[src/rtl/memdep_pkg.sv]
package memdep_pkg;

  typedef enum logic [3:0] {
    OP_INS     = 4'd0,
    OP_INS_NS  = 4'd1,
    OP_INS_BAR = 4'd2,
    OP_REGS    = 4'd3,
    OP_NS_RDY  = 4'd4,
    OP_RESCHED = 4'd5,
    OP_REPLAY  = 4'd6,
    OP_DONE    = 4'd7,
    OP_SQUASH  = 4'd8
  } md_op_e;

  typedef enum logic [1:0] {
    K_LOAD    = 2'd0,
    K_STORE   = 2'd1,
    K_FULLBAR = 2'd2,
    K_WRBAR   = 2'd3
  } md_kind_e;

endpackage

[src/rtl/memdep_barrier_trk.sv]
module memdep_barrier_trk #(
  parameter int SEQ_W = 16
) (
  input  logic             clk,
  input  logic             rst,
  input  logic             set_full,
  input  logic             set_wr,
  input  logic [SEQ_W-1:0] set_seq,
  input  logic             clr_full,
  input  logic             clr_wr,
  input  logic [SEQ_W-1:0] clr_seq,
  output logic             ld_act,
  output logic [SEQ_W-1:0] ld_seq,
  output logic             st_act,
  output logic [SEQ_W-1:0] st_seq
);

  always_ff @(posedge clk) begin
    if (rst) begin
      ld_act <= 1'b0;
      st_act <= 1'b0;
      ld_seq <= '0;
      st_seq <= '0;
    end else if (set_full) begin
      ld_act <= 1'b1;
      ld_seq <= set_seq;
      st_act <= 1'b1;
      st_seq <= set_seq;
    end else if (set_wr) begin
      st_act <= 1'b1;
      st_seq <= set_seq;
    end else begin
      if (clr_full && ld_act && ld_seq == clr_seq) ld_act <= 1'b0;
      if ((clr_full || clr_wr) && st_act && st_seq == clr_seq) st_act <= 1'b0;
    end
  end

  assert_fullbar_arms_both_R4: assert property (@(posedge clk) disable iff (rst)
    set_full |=> (ld_act && st_act && ld_seq == $past(set_seq) && st_seq == $past(set_seq)))
    else $error("full barrier did not arm both flags");

  assert_wrbar_spares_load_R4: assert property (@(posedge clk) disable iff (rst)
    (set_wr && !set_full) |=> (st_act && ld_act == $past(ld_act)))
    else $error("write barrier disturbed load barrier");

  assert_clear_needs_match_R5: assert property (@(posedge clk) disable iff (rst)
    (st_act && st_seq != clr_seq) |=> st_act)
    else $error("store barrier cleared by a foreign number");

endmodule

[src/rtl/memdep_replay_order.sv]
module memdep_replay_order #(
  parameter int N = 8
) (
  input  logic         clk,
  input  logic         rst,
  input  logic [N-1:0] push,
  input  logic [N-1:0] pop,
  input  logic [N-1:0] clr,
  input  logic         go,
  output logic [N-1:0] cand
);

  logic [N-1:0] in_rp;
  logic [N-1:0] drain;
  logic [N-1:0] older [N];   // older[j][i]: j joined the list before i

  always_ff @(posedge clk) begin
    if (rst) begin
      in_rp <= '0;
      drain <= '0;
      for (int j = 0; j < N; j++) older[j] <= '0;
    end else begin
      if (go) drain <= in_rp;
      for (int i = 0; i < N; i++) begin
        if (clr[i] || pop[i]) begin
          in_rp[i] <= 1'b0;
          drain[i] <= 1'b0;
        end else if (push[i] && !in_rp[i]) begin
          in_rp[i] <= 1'b1;
          for (int j = 0; j < N; j++) begin
            older[j][i] <= in_rp[j];
            older[i][j] <= 1'b0;
          end
        end
      end
    end
  end

  logic [N-1:0] live;
  assign live = drain & in_rp;

  always_comb begin
    for (int i = 0; i < N; i++) begin
      logic [N-1:0] col;
      for (int j = 0; j < N; j++) col[j] = older[j][i];
      cand[i] = live[i] && ((col & live) == '0);
    end
  end

  assert_one_oldest_R10: assert property (@(posedge clk) disable iff (rst)
    $onehot0(cand))
    else $error("more than one replay head");

  assert_pop_was_listed_R10: assert property (@(posedge clk) disable iff (rst)
    (pop != '0) |-> ((pop & ~in_rp) == '0))
    else $error("replay pop of an unlisted slot");

endmodule

[src/rtl/memdep_out_arb.sv]
module memdep_out_arb #(
  parameter int N     = 8,
  parameter int SEQ_W = 16
) (
  input  logic             clk,
  input  logic             rst,
  input  logic [N-1:0]     pend,
  input  logic [N-1:0]     rp_cand,
  input  logic [SEQ_W-1:0] slot_seq [N],
  input  logic             allow,
  input  logic             out_ready,
  output logic             out_valid,
  output logic [SEQ_W-1:0] out_seq,
  output logic [N-1:0]     take,
  output logic             take_rp
);

  logic [N-1:0]     pend_low;
  logic [N-1:0]     pick;
  logic [SEQ_W-1:0] pick_seq;
  logic             use_rp;
  logic             load;

  assign pend_low = pend & (~pend + N'(1));
  assign use_rp   = |rp_cand;
  assign pick     = use_rp ? rp_cand : pend_low;
  assign load     = allow && (|pick) && (!out_valid || out_ready);
  assign take     = load ? pick : '0;
  assign take_rp  = load && use_rp;

  always_comb begin
    pick_seq = '0;
    for (int i = 0; i < N; i++)
      if (pick[i]) pick_seq = pick_seq | slot_seq[i];
  end

  always_ff @(posedge clk) begin
    if (rst) begin
      out_valid <= 1'b0;
      out_seq   <= '0;
    end else if (load) begin
      out_valid <= 1'b1;
      out_seq   <= pick_seq;
    end else if (out_ready) begin
      out_valid <= 1'b0;
    end
  end

  assert_stall_holds_R13: assert property (@(posedge clk) disable iff (rst)
    (out_valid && !out_ready) |=> (out_valid && $stable(out_seq)))
    else $error("output changed under backpressure");

  assert_single_grant_R13: assert property (@(posedge clk) disable iff (rst)
    $onehot0(take))
    else $error("more than one slot granted");

endmodule

[src/rtl/memdep_sched.sv]
module memdep_sched
  import memdep_pkg::*;
#(
  parameter int ENTRIES = 8,
  parameter int SEQ_W   = 16,
  parameter int THREADS = 2,
  localparam int TID_W  = (THREADS > 1) ? $clog2(THREADS) : 1
) (
  input  logic             clk,
  input  logic             rst,
  input  logic             cmd_valid,
  input  logic [3:0]       cmd_op,
  input  logic [SEQ_W-1:0] cmd_seq,
  input  logic [TID_W-1:0] cmd_tid,
  input  logic [1:0]       cmd_kind,
  input  logic             cmd_regs_rdy,
  input  logic [SEQ_W-1:0] cmd_pred_seq,
  output logic             ins_ready,
  output logic             out_valid,
  output logic [SEQ_W-1:0] out_seq,
  input  logic             out_ready
);

  localparam int IDX_W = (ENTRIES > 1) ? $clog2(ENTRIES) : 1;

  // slot state
  logic [ENTRIES-1:0] vld_q, regs_q, memr_q, dep_q, pend_q;
  logic [SEQ_W-1:0]   seq_q  [ENTRIES];
  logic [TID_W-1:0]   tid_q  [ENTRIES];
  md_kind_e           kind_q [ENTRIES];
  logic [IDX_W-1:0]   pidx_q [ENTRIES];

  md_op_e   op;
  md_kind_e kind_in;
  assign op      = md_op_e'(cmd_op);
  assign kind_in = md_kind_e'(cmd_kind);

  assign ins_ready = ~&vld_q;

  logic do_ins, do_ns, do_bar, do_any_ins, do_regs, do_nsr;
  logic do_resched, do_replay, do_done, do_squash;
  assign do_ins     = cmd_valid && op == OP_INS     && ins_ready;
  assign do_ns      = cmd_valid && op == OP_INS_NS  && ins_ready;
  assign do_bar     = cmd_valid && op == OP_INS_BAR && ins_ready;
  assign do_any_ins = do_ins || do_ns || do_bar;
  assign do_regs    = cmd_valid && op == OP_REGS;
  assign do_nsr     = cmd_valid && op == OP_NS_RDY;
  assign do_resched = cmd_valid && op == OP_RESCHED;
  assign do_replay  = cmd_valid && op == OP_REPLAY;
  assign do_done    = cmd_valid && op == OP_DONE;
  assign do_squash  = cmd_valid && op == OP_SQUASH;

  // barrier state
  logic             ld_act, st_act;
  logic [SEQ_W-1:0] ld_seq, st_seq;
  logic             clr_full, clr_wr;

  // lookups
  logic [SEQ_W-1:0]   prod_seq;
  logic [ENTRIES-1:0] hit_vec, pmatch, sq_mask, done_mask, free_mask, wake;
  logic [IDX_W-1:0]   fidx, pidx_new;
  logic               found;
  md_kind_e           hit_kind;

  always_comb begin
    if (kind_in == K_LOAD && ld_act)       prod_seq = ld_seq;
    else if (kind_in == K_STORE && st_act) prod_seq = st_seq;
    else                                   prod_seq = cmd_pred_seq;
  end

  always_comb begin
    hit_kind = K_LOAD;
    for (int i = 0; i < ENTRIES; i++) begin
      hit_vec[i] = vld_q[i] && seq_q[i] == cmd_seq;
      pmatch[i]  = vld_q[i] && prod_seq != '0 && seq_q[i] == prod_seq
                   && kind_q[i] != K_LOAD;
      sq_mask[i] = do_squash && vld_q[i] && tid_q[i] == cmd_tid
                   && seq_q[i] > cmd_seq;
      if (hit_vec[i]) hit_kind = kind_q[i];
    end
  end

  always_comb begin
    fidx     = '0;
    pidx_new = '0;
    for (int i = ENTRIES - 1; i >= 0; i--) begin
      if (!vld_q[i]) fidx = IDX_W'(i);
      if (pmatch[i]) pidx_new = IDX_W'(i);
    end
  end

  assign found     = |pmatch;
  assign done_mask = do_done ? hit_vec : '0;
  assign free_mask = sq_mask | done_mask;

  always_comb begin
    for (int i = 0; i < ENTRIES; i++)
      wake[i] = vld_q[i] && dep_q[i] && free_mask[pidx_q[i]] && !free_mask[i];
  end

  assign clr_full = do_done && (|hit_vec) && hit_kind == K_FULLBAR;
  assign clr_wr   = do_done && (|hit_vec) && hit_kind == K_WRBAR;

  memdep_barrier_trk #(.SEQ_W(SEQ_W)) u_bar (
    .clk      (clk),
    .rst      (rst),
    .set_full (do_bar && kind_in == K_FULLBAR),
    .set_wr   (do_bar && kind_in == K_WRBAR),
    .set_seq  (cmd_seq),
    .clr_full (clr_full),
    .clr_wr   (clr_wr),
    .clr_seq  (cmd_seq),
    .ld_act   (ld_act),
    .ld_seq   (ld_seq),
    .st_act   (st_act),
    .st_seq   (st_seq)
  );

  // output path
  logic [ENTRIES-1:0] rp_cand, take;
  logic               take_rp;

  memdep_replay_order #(.N(ENTRIES)) u_rp (
    .clk  (clk),
    .rst  (rst),
    .push (do_resched ? hit_vec : '0),
    .pop  (take_rp ? take : '0),
    .clr  (free_mask),
    .go   (do_replay),
    .cand (rp_cand)
  );

  memdep_out_arb #(.N(ENTRIES), .SEQ_W(SEQ_W)) u_arb (
    .clk       (clk),
    .rst       (rst),
    .pend      (pend_q),
    .rp_cand   (rp_cand),
    .slot_seq  (seq_q),
    .allow     (!do_squash),
    .out_ready (out_ready),
    .out_valid (out_valid),
    .out_seq   (out_seq),
    .take      (take),
    .take_rp   (take_rp)
  );

  // slot update
  always_ff @(posedge clk) begin
    if (rst) begin
      vld_q  <= '0;
      regs_q <= '0;
      memr_q <= '0;
      dep_q  <= '0;
      pend_q <= '0;
      for (int i = 0; i < ENTRIES; i++) begin
        seq_q[i]  <= '0;
        tid_q[i]  <= '0;
        kind_q[i] <= K_LOAD;
        pidx_q[i] <= '0;
      end
    end else begin
      for (int i = 0; i < ENTRIES; i++) begin
        if (free_mask[i]) begin
          vld_q[i]  <= 1'b0;
          regs_q[i] <= 1'b0;
          memr_q[i] <= 1'b0;
          dep_q[i]  <= 1'b0;
          pend_q[i] <= 1'b0;
        end else if (do_any_ins && fidx == IDX_W'(i)) begin
          vld_q[i]  <= 1'b1;
          seq_q[i]  <= cmd_seq;
          tid_q[i]  <= cmd_tid;
          kind_q[i] <= kind_in;
          pidx_q[i] <= pidx_new;
          regs_q[i] <= !do_bar && cmd_regs_rdy;
          dep_q[i]  <= do_ins && found;
          memr_q[i] <= do_ins && !found;
          pend_q[i] <= do_ins && !found && cmd_regs_rdy;
        end else begin
          if (take[i]) pend_q[i] <= 1'b0;
          if (wake[i]) begin
            dep_q[i]  <= 1'b0;
            memr_q[i] <= 1'b1;
            if (regs_q[i]) pend_q[i] <= 1'b1;
          end
          if (do_regs && hit_vec[i]) begin
            regs_q[i] <= 1'b1;
            if (memr_q[i]) pend_q[i] <= 1'b1;
          end
          if (do_nsr && hit_vec[i]) pend_q[i] <= 1'b1;
        end
      end
    end
  end

  assert_full_insert_ignored_R12: assert property (@(posedge clk) disable iff (rst)
    ((&vld_q) && cmd_valid && (cmd_op == 4'd0 || cmd_op == 4'd1 || cmd_op == 4'd2))
    |=> (vld_q == $past(vld_q)))
    else $error("insert accepted into a full table");

  for (genvar g = 0; g < ENTRIES; g++) begin : g_chk
    assert_squash_younger_gone_R9: assert property (@(posedge clk) disable iff (rst)
      (cmd_valid && cmd_op == 4'd8)
      |=> !(vld_q[g] && tid_q[g] == $past(cmd_tid) && seq_q[g] > $past(cmd_seq)))
      else $error("younger entry survived squash");

    assert_wake_ready_sends_R7: assert property (@(posedge clk) disable iff (rst)
      (wake[g] && regs_q[g]) |=> pend_q[g])
      else $error("released entry with ready registers not queued");
  end

endmodule

[config.mk]
export PLATFORM = sky130hd
export DESIGN_NAME = memdep_sched
export DESIGN_NICKNAME = d
export VERILOG_FILES = /design/src/rtl/memdep_pkg.sv /design/src/rtl/memdep_barrier_trk.sv /design/src/rtl/memdep_replay_order.sv /design/src/rtl/memdep_out_arb.sv /design/src/rtl/memdep_sched.sv
export SDC_FILE = /design/constraint.sdc
export NUM_CORES = 1
export LEC_CHECK = 0
export BUFFER_PORTS_ARGS = -buffer_cell sky130_fd_sc_hd__buf_2
export CAP_MARGIN = 20
export CELL_PAD_IN_SITES_DETAIL_PLACEMENT = 2
export CELL_PAD_IN_SITES_GLOBAL_PLACEMENT = 2
export CORE_ASPECT_RATIO = 1.2
export CORE_MARGIN = 8
export CORE_UTILIZATION = 39
export CTS_CLUSTER_DIAMETER = 120
export DETAILED_ROUTE_END_ITERATION = 10
export PLACE_DENSITY = 0.89
export SLEW_MARGIN = 20
export SYNTH_ARGS = -nofsm -noshare
export SYNTH_HDL_FRONTEND = slang
export SYNTH_SLANG_ARGS = --single-unit
[constraint.sdc]
create_clock -name clk -period 4 [get_ports clk]
set_input_delay 0.2 -clock clk [delete_from_list [all_inputs] [get_ports clk]]
set_output_delay 0.2 -clock clk [all_outputs]
set_load 0.005 [all_outputs]
# Yosys cells after proc, flatten, opt, wreduce, memory -nomap -nowiden
# Memories as Yosys holds them, arrays and structs flattened.
# Index checks and enable logic that the tools add are counted.
[word_totals]
reg_bits = 235
ram_bits = 112
inputBits = 44
out_inout_bits = 18
n_memories = 4
[op_classes]
add_sub_neg = 1
magnitude_cmp = 16
eq_ne = 47
n_mux = 387
n_bitwise = 179
reduce_logical = 253
[mem_list]
columns = ["name", "depth", "word_bits", "rd", "rd_ports_with_merged_regs", "write_ports", "line", "rtl"]
rows = [
  ["u_rp.older", 8, 8, 8, 0, 8, "memdep_replay_order.sv:15", "logic [N-1:0] older [N];"],
  ["pidx_q", 8, 3, 8, 0, 8, "memdep_sched.sv:31", "logic [IDX_W-1:0] pidx_q [ENTRIES];"],
  ["kind_q", 8, 2, 8, 0, 8, "memdep_sched.sv:30", "md_kind_e kind_q [ENTRIES];"],
  ["tid_q", 8, 1, 8, 0, 8, "memdep_sched.sv:29", "logic [TID_W-1:0] tid_q [ENTRIES];"],
]
[ops]
columns = ["cell", "count"]
rows = [
  ["$mux 1", 322],
  ["$eq 16x16->1", 18],
  ["$mux 16", 12],
  ["$or 1x1->1", 152],
  ["$logic_and 1x1->1", 150],
  ["$gt 16x16->1", 8],
  ["$or 16x16->16", 7],
  ["$and 8x8->8", 10],
  ["$mux 3", 24],
  ["$logic_not 8->1", 8],
  ["$reduce_bool 2->1", 27],
  ["$mux 8", 5],
  ["$lt 3x4->1 const B", 8],
  ["$mux 2", 16],
  ["$reduce_or 2->1", 16],
  ["$reduce_or 8->1", 4],
  ["$bmux 1 s3", 8],
  ["$logic_not 1->1", 21],
  ["$reduce_and 2->1", 9],
  ["$eq 4x3->1 const B", 4],
  ["$reduce_bool 16->1", 1],
  ["$eq 3x3->1 const B", 4],
  ["$logic_or 1x1->1", 12],
  ["$add 8x1->8 const B", 1],
  ["other kinds (17)", 36],
]

# Logic depth before layout (Yosys ltp)
# Gate-level depths: netlist of the first run.
[logic_depth]
ltp_word = 21
depth_mapped = 15
depth_no_buf = 12

# By module
# A second synthesis of the first run with hierarchy kept.
[hier_totals]
cells_unflattened = 2516
area_unflattened_um2 = 21538.2
[by_module_without_submodules]
columns = ["mod", "n_inst", "cells_each", "area_each_um2", "seq_area_each_um2"]
rows = [
  ["memdep_sched", 1, 1778, 14766.7, 4804.6],
  ["memdep_replay_order", 1, 375, 3509.6, 1831.8],
  ["memdep_barrier_trk", 1, 173, 1636.6, 680.7],
  ["memdep_out_arb", 1, 190, 1625.3, 340.3],
]

# Least setup slack after synthesis of the first run
# OpenSTA, ideal clock, no wires.
[synth_timing]
path_kind = "in2reg"
start = "input port cmd_seq[15]"
end = "register pend_q[3]"
setup_ns = 0.087
t_arrival_ns = 3.447
t_required_ns = 3.913
setup_slack_ns = 0.466
stages = 13
path_cell_list = "clkbuf_1 > inv_1 > ha_1 > nand4_1 > nor4_1 > a211o_1 > a211oi_1 > nor3b_1 > mux4_2 > nand2b_1 > a211o_1 > o21a_1 > a211oi_1"
[synth_between]
elab_chain_cells = 13
word_cells_on_any_way = 47
classes_between = "order compare (8); eq/ne (8); mux (8); bitwise (1); reduce/logical (22)"
[synth_rtl]
columns = ["element", "line", "rtl"]
rows = [
  ["start: declaration", "memdep_sched.sv:13", "input logic [SEQ_W-1:0] cmd_seq,"],
  ["branches (longest 13 deep; another with $gt 16x16->1)", "--", ""],
  ["end signal: indexed assignment", "memdep_sched.sv:178", "pend_q[i] <= do_ins && !found && cmd_regs_rdy;"],
  ["end: declaration", "memdep_sched.sv:27", "logic [ENTRIES-1:0] vld_q, regs_q, memr_q, dep_q, pend_q;"],
]
# Parallel ways; which one is timed is not known. The select of a mux whose other input is x is not followed.
# A chain may end at the register's enable or synchronous reset.

# Worst setup path in the final report of the first run
[layout_timing]
start = "register seq_q[25] in the netlist's numbering"
end = "register memr_q[4]"
[layout_between]
elab_chain_cells = 9
word_cells_on_any_way = 18
classes_between = "order compare (1); eq/ne (2); mux (4); bitwise (1); reduce/logical (10)"
[layout_rtl]
columns = ["element", "line", "rtl"]
rows = [
  ["start: declaration", "memdep_sched.sv:28", "logic [SEQ_W-1:0] seq_q [ENTRIES];"],
  ["start signal: indexed assignment", "memdep_sched.sv:171", "seq_q[i] <= cmd_seq;"],
  ["branches (longest 9 deep; another with $gt 16x16->1)", "--", ""],
  ["end signal: indexed assignment", "memdep_sched.sv:177", "memr_q[i] <= do_ins && !found;"],
  ["end: declaration", "memdep_sched.sv:27", ""],
]
# Parallel ways; which one is timed is not known. The select of a mux whose other input is x is not followed.

==> results of run 1 <==
-- final cells by class --
| cell class | count | area share [%] |
|---|---|---|
| Inverter | 105 | 1.49 |
| Sequential cell | 342 | 28.8 |
| Antenna cell | 3 | 0.0282 |
| Timing Repair Buffer | 369 | 11.2 |
| Clock inverter | 17 | 0.559 |
| Multi-Input combinational cell | 2024 | 50.2 |
| Tap cell | 727 | 3.41 |
| Clock buffer | 59 | 4.29 |
-- through the flow --
stage               hold WS (ps)  cell area [um^2]  cells  TNS, ps  utilization [%]
floorplan                    383             22000   2646        0                -
global placement             438             25200   3565     -928             45.0
detailed placement           455             25200   3565     -783             45.0
CTS                         14.2             26500   3642        0             47.4
global route                43.9             26600   3643    -64.3             47.6
finish                      45.0             26600   3646    -69.7             47.6
-- what timing repair did --
item	4_1_cts	5_1_grt
endpoints found under the hold margin	1	0
hold buffers	1	0
endpoints found under the setup margin	45	56
gates cloned	0	0
gates resized for setup	6	27
-- worst register-to-register path, cell delays in order (launching register included) --
cell and delay, ps:
dfxtp_1 450, ha_1 380, nand4_1 200, nor4_1 590
buf_4 240, nand2_1 50, a21o_1 200, and4b_1 200
or4_1 500, a311oi_1 570, buf_4 230, nor3_1 50
a211oi_1 290
-- power by group through the flow --
stage | registers (mW) | logic, mW | clock network, mW
floorplan | 3.69 | 0.479 | 0
global placement | 3.70 | 0.982 | 0
detailed placement | 3.71 | 1.02 | 0
CTS | 3.64 | 1.05 | 3.84
global route | 3.64 | 1.12 | 3.96
finish | 3.64 | 1.11 | 3.85
-- kinds of logic (layout without fill, tap and decap cells) --
| kind of cell | after synthesis | in the layout |
|---|---|---|
| AO/OA/AOI/OAI | 743 | 743 |
| buffers and inverters | 280 | 550 |
| flip-flops | 342 | 342 |
| adder cells (fa/ha/maj) | 128 | 128 |
| AND/OR/NAND/NOR | 1029 | 1029 |
| other | 1 | 4 |
| multiplexers | 44 | 44 |
| XOR/XNOR | 79 | 79 |
-- how the worst max path moves through the flow --
stage / start / endpoint / slack, ps / cells past startpoint
floorplan: cmd_seq[15] / pend_q[3] / 470 / 13
global placement: cmd_pred_seq[5] / dep_q[1] / -120 / 12
detailed placement: cmd_pred_seq[5] / dep_q[7] / -120 / 12
CTS: u_rp.drain[2] / u_rp.older[1][3] / 50 / 12
global route: u_rp.drain[2] / u_rp.older[0][11] / -30 / 12
finish: seq_q[25] / memr_q[4] / -50 / 12
-- sequential cells by signal, summed over array words and instances (netlist names) --
| register | count |
|---|---|
| u_bar.ld_seq | 16 |
| u_rp.older | 59 |
| u_rp.in_rp | 8 |
| u_bar.st_seq | 16 |
| u_bar.st_act | 1 |
| tid_q | 8 |
| regs_q | 8 |
| memr_q | 8 |
| kind_q | 16 |
| u_arb.out_seq | 16 |
| dep_q | 8 |
| u_arb.out_valid | 1 |
| seq_q | 128 |
| pidx_q | 24 |
| vld_q | 8 |
| u_bar.ld_act | 1 |
| pend_q | 8 |
| u_rp.drain | 8 |
-- routing by layer --
| metal | wire, um | global-route usage [%] | up-vias | share of wire (%) |
|---|---|---|---|---|
| met4 | 17200 | 41.1 | 4 | 12 |
| met5 | 26 | 0 | - | 0.018 |
| met3 | 12100 | 10.3 | 815 | 8.3 |
| li1 | - | - | 10300 | - |
| met2 | 66400 | 70.5 | 1793 | 45 |
| met1 | 50700 | 47.4 | 13100 | 35 |
-- cells in the final DEF (no fill, tap or decap), types with 10 or more instances in the layout --
| cell type | count |
|---|---|
| xnor2_1 | 48 |
| nor4_1 | 31 |
| nand2_1 | 270 |
| mux2i_1 | 35 |
| nor2b_1 | 55 |
| dfxtp_1 | 255 |
| nand4_1 | 71 |
| nand4b_1 | 11 |
| o211ai_1 | 19 |
| or3_1 | 34 |
| a211o_1 | 11 |
| buf_12 | 29 |
| nand3b_1 | 17 |
| nand3_1 | 103 |
| buf_2 | 60 |
| nand2b_1 | 29 |
| and3b_1 | 13 |
| xor2_1 | 31 |
| a21oi_1 | 208 |
| buf_4 | 278 |
| a211oi_1 | 35 |
| ha_1 | 128 |
| a22o_1 | 67 |
| clkbuf_16 | 41 |
| a21o_1 | 27 |
| nor3_1 | 75 |
| nor2_1 | 182 |
| clkbuf_1 | 13 |
| edfxtp_1 | 81 |
| a32o_1 | 10 |
| inv_1 | 102 |
| o22ai_1 | 14 |
| a222oi_1 | 18 |
| nor3b_1 | 10 |
| and3_1 | 14 |
| o21ai_0 | 120 |
| a31oi_1 | 26 |
| and2_1 | 35 |
| o21a_1 | 12 |
| a221oi_1 | 43 |
==> impl_metrics.ini, run 1 <==
[yosys]
netlist_area_um2 = 22000
synthMuxAreaShare_pct = 2.15
synth.most_common_cell = nand2_1
ys_top_cells_by_area = dfxtp_1, edfxtp_1, ha_1, a21oi_1, nand2_1
ys_seq_area_share_pct = 34.8
synth_compound_area_share_pct = 23.3
synth_xor_area_share_pct = 3.14
ys_warn_count = 0
syn_area_per_cell_um2 = 8.32
synth-adder-area-share_pct = 7.27
synth_common_cells = nand2_1, dfxtp_1, a21oi_1
synthSimpleGateAreaFrac_pct = 24.2
yosysTopAreaCellShare_pct = 23.7
synthArstFlopShare_pct = 0
synthFlopType = dfxtp_1
synth_top_family_by_area = simple AND/OR/NAND/NOR gates
ys_ff_latch = 342
synthCells = 2646
syn-num-nets = 2818
post-synth-top-area-cell = dfxtp_1
ys_types = 100
synth_edf_count = 81

[timing]
report.final.setup_viol = 2
period_minus_slack_ps = 4050
setup_slack_ps = -47.2
final_max_slew_viol_count = 0
slew_headroom_pct = 25.8
fin_crit_sh_pct = 101
max_freq_mhz = 247
final-hold-violation-count = 0
worst_slew_pin_slew_ps = 1110
finalClockSkew_ps = 30.3

[detailed_routing]
ant_nets = 0
dr.first_iter.drc_count = 2576
num_vias = 26000
drc = 0
drt_pass1_iterations = 8
routedWlPerCell_um = 40.2
routed_wl_um = 146000
drt-vias-per-instance = 7.13

[power_and_ir_drop]
switchingPower_mw = 2.58
powerDensity_nw_per_um2 = 323
pwr-share-comb_pct = 12.9
p_leak_nw = 10.7
total_power_mw = 8.60
vdd_drop_max_mv = 0.322
clkPwrFrac_pct = 44.8
seq_power_share_pct = 42.3
swShare_pct = 30.0
power.internal_mw = 6.02

[grt]
grt_usage_pct = 44.1
grt_pass1_wl_um = 207000
antenna_found_initial = 7
grt_max_degree = 49
grt-ovfl-total = 0
grt_pass1_vias = 28100

[place]
gp_congestion = 1.10
place_hpwl_um = 106000
place_ws_ps = -115
portBuffers = 61

[layout]
fillerInstances = 6019
multiInputGateArea_um2 = 13400
nNetsFinal = 3055
seq_area_um2 = 7660
drive_above_1_share_pct = 17.5
area_growth_pct = 20.9

[critical_path]
worstReg2RegEnd = memr_q[4]
required_ps = 4480
cp_max_fo = 5
startpoint_type = flop
crit_slowest_cell = nor4_1
crit_path_end_kind = flop
r2r_start = seq_q[25]
critical_path_buf_inv_count = 2
path_delay_family = simple AND/OR/NAND/NOR gates
critPathMostFrequentCell = buf_4
worst_path_largest_cell_delay_ps = 590
timing.reg2reg.setup_slack_ps = -50
cp_cell_sequence = ha_1 -> nand4_1 -> nor4_1 -> buf_4 -> nand2_1 -> a21o_1 -> and4b_1 -> or4_1 -> a311oi_1 -> buf_4 -> nor3_1 -> a211oi_1
reg2regPathDepth = 12
worst_ep_arrival_time_ps = 4530
path_class = flop to flop

[die]
io-pin-count = 62
die_area_um2 = 64400
die_h_um = 276
rows = 95
core_area_um2 = 56000
fp.dieW_um = 233
start_util_pct = 39.3

[worst_hold_path]
hp-class = primary input to flop
min_to = pend_q[3]
hold_depth = 3
hp-start = cmd_regs_rdy

[run_status]
violations = setup timing
outcome = finished with violations

[cts]
cts_sinks = 342
cts.reportedPaths.clkPinSlew_ps = 70
cts_tree = done
cts.path.max_buffers = 3
cts_buffers = 41
postCtsSetupBuffers = 0
root_buffer = clkbuf_16
insertion_delay_ps = 600
htreeDepth = 2

[job]
cap_violations = 0
Power figures use the tool's default switching activity.
==> inputs of run 2 (changes only) <==
CORE_ASPECT_RATIO = 1.25   (was 1.2)
==> run 2 against run 1 <==
  * The flow still finishes with violations (setup timing)
  * Via count is 4.0% higher
  * Critical path depth grew 1
  * Non-clock buffer count up 13
  * Sequential power hardly changed
  * Sequential share of layout area decreased by 0.16 points
  * Largest cell class unchanged
  * Largest power group unchanged
  * Highest routed layer unchanged
==> impl_metrics.ini, run 2 (synthesis results as in run 1) <==
[run_status]
outcome = finished with violations
violations = setup timing

[worst_hold_path]
hold_depth = 3
hp-class = primary input to flop
hp-start = cmd_regs_rdy
min_to = pend_q[1]

[detailed_routing]
drt_pass1_iterations = 8
ant_nets = 0
dr.first_iter.drc_count = 3243
drt-vias-per-instance = 7.35
drc = 0
num_vias = 27000
routed_wl_um = 155000
routedWlPerCell_um = 42.2

[power_and_ir_drop]
vdd_drop_max_mv = 0.300
powerDensity_nw_per_um2 = 333
total_power_mw = 8.94
p_leak_nw = 10.7

[die]
io-pin-count = 62
start_util_pct = 39.4
die_h_um = 282
core_area_um2 = 55900
die_area_um2 = 64400
fp.dieW_um = 229
rows = 97

[cts]
cts.reportedPaths.clkPinSlew_ps = 70
cts_sinks = 342
htreeDepth = 2
cts_buffers = 41
insertion_delay_ps = 660
cts_tree = done
cts.path.max_buffers = 3
root_buffer = clkbuf_16

[place]
place_ws_ps = -340
portBuffers = 61
placed_cell_area_um2 = 25100
place_hpwl_um = 107000
gp_congestion = 1.10
dp_cells = 3591

[layout]
fin_util_pct = 47.9
finish.instance_area_um2 = 26800
reg_top3 = seq_q x128, u_rp.older x59, pidx_q x24
layout_commonest_cell = buf_4
drive_above_1_share_pct = 18.5
fillerInstances = 6102
largest_reg_flops = 128
nNetsFinal = 3068
area_growth_pct = 21.8
final_cells = 3680
regMostFlops = seq_q
layout_common_cells = buf_4, nand2_1, dfxtp_1

[grt]
grt_pass1_wl_um = 218000
grt_pass1_vias = 29200
grt-ovfl-total = 0
grt_usage_pct = 46.9
antenna_found_initial = 12
grt_max_degree = 58

[timing]
slew_headroom_pct = 24.4
max_freq_mhz = 247
period_minus_slack_ps = 4040
setup_slack_ps = -44.7
final-hold-violation-count = 0
worst_slew_pin_slew_ps = 1130
finalSetupTns_ps = -92.4
finalClockSkew_ps = 39.6
fin_crit_sh_pct = 101
timing.hold.ws_ps = 29.1
report.final.setup_viol = 3
final_max_slew_viol_count = 0

[critical_path]
cp_max_fo = 17
r2r_start = u_rp.in_rp[0]
timing.reg2reg.setup_slack_ps = -40
worstReg2RegEnd = u_arb.out_seq[11]
required_ps = 4530
cp_cell_sequence = nand3_1 -> nand4_1 -> a2111oi_1 -> buf_4 -> or4_1 -> nor4_2 -> buf_4 -> a41o_1 -> buf_4 -> nand2_1 -> nand2_1 -> a221oi_1 -> a21oi_1
reg2regPathDepth = 13
startpoint_type = flop
worst_path_largest_cell_delay_ps = 670
worst_ep_arrival_time_ps = 4580
crit_path_end_kind = flop
crit_slowest_cell = dfxtp_1
path_class = flop to flop
critPathMostFrequentCell = buf_4

[job]
cap_violations = 0
## run 2: power by group
part           switching, mW  total (mW)  internal [mW]
clock                   1.87        4.18           2.31
combinational          0.780        1.12          0.340
sequential            0.0574        3.64           3.59
total                   2.70        8.94           6.24
## run 2: how the worst max path moves through the flow
stage / from / slack (ps) / depth (start not counted) / end
finish: u_rp.in_rp[0] / -40 / 13 / u_arb.out_seq[11]
global route: seq_q[112] / -280 / 14 / memr_q[5]
CTS: seq_q[15] / 6 / 13 / pend_q[0]
detailed placement: cmd_seq[0] / -340 / 14 / pend_q[0]
global placement: cmd_seq[12] / -140 / 15 / pend_q[0]
floorplan: cmd_seq[15] / 470 / 13 / pend_q[3]
## run 2: worst max-delay path: cells and delay by family (launching register included)
family	cells	cell delay, ps
compound gates	4	630
buf+inv	3	660
flops	1	670
simple gates	6	1930
## run 2: area by class of cell
class	count	area, um^2	share of cell area, %
Clock inverter	19	258	0.961
Antenna cell	10	25.0	0.0933
Inverter	105	397	1.48
Sequential cell	342	7670	28.6
Timing Repair Buffer	382	2900	10.8
Tap cell	742	928	3.46
Clock buffer	56	1150	4.30
Multi-Input combinational cell	2024	13500	50.3
## run 2: repair_timing
item	4_1_cts	5_1_grt
endpoints found under the setup margin	57	65
setup buffers	0	2
pin swaps	0	5
resized for setup	18	42
hold endpoints to repair	1	0
hold buffers	1	0
## run 2: per-layer routing
layer / track usage (%) / vias up / wire (um)
met3: 14.9 / 1061 / 15300
met1: 47.7 / 13400 / 51300
met4: 45.9 / 6 / 18600
li1: - / 10400 / -
met2: 75.4 / 2195 / 69800
met5: 0 / - / 35
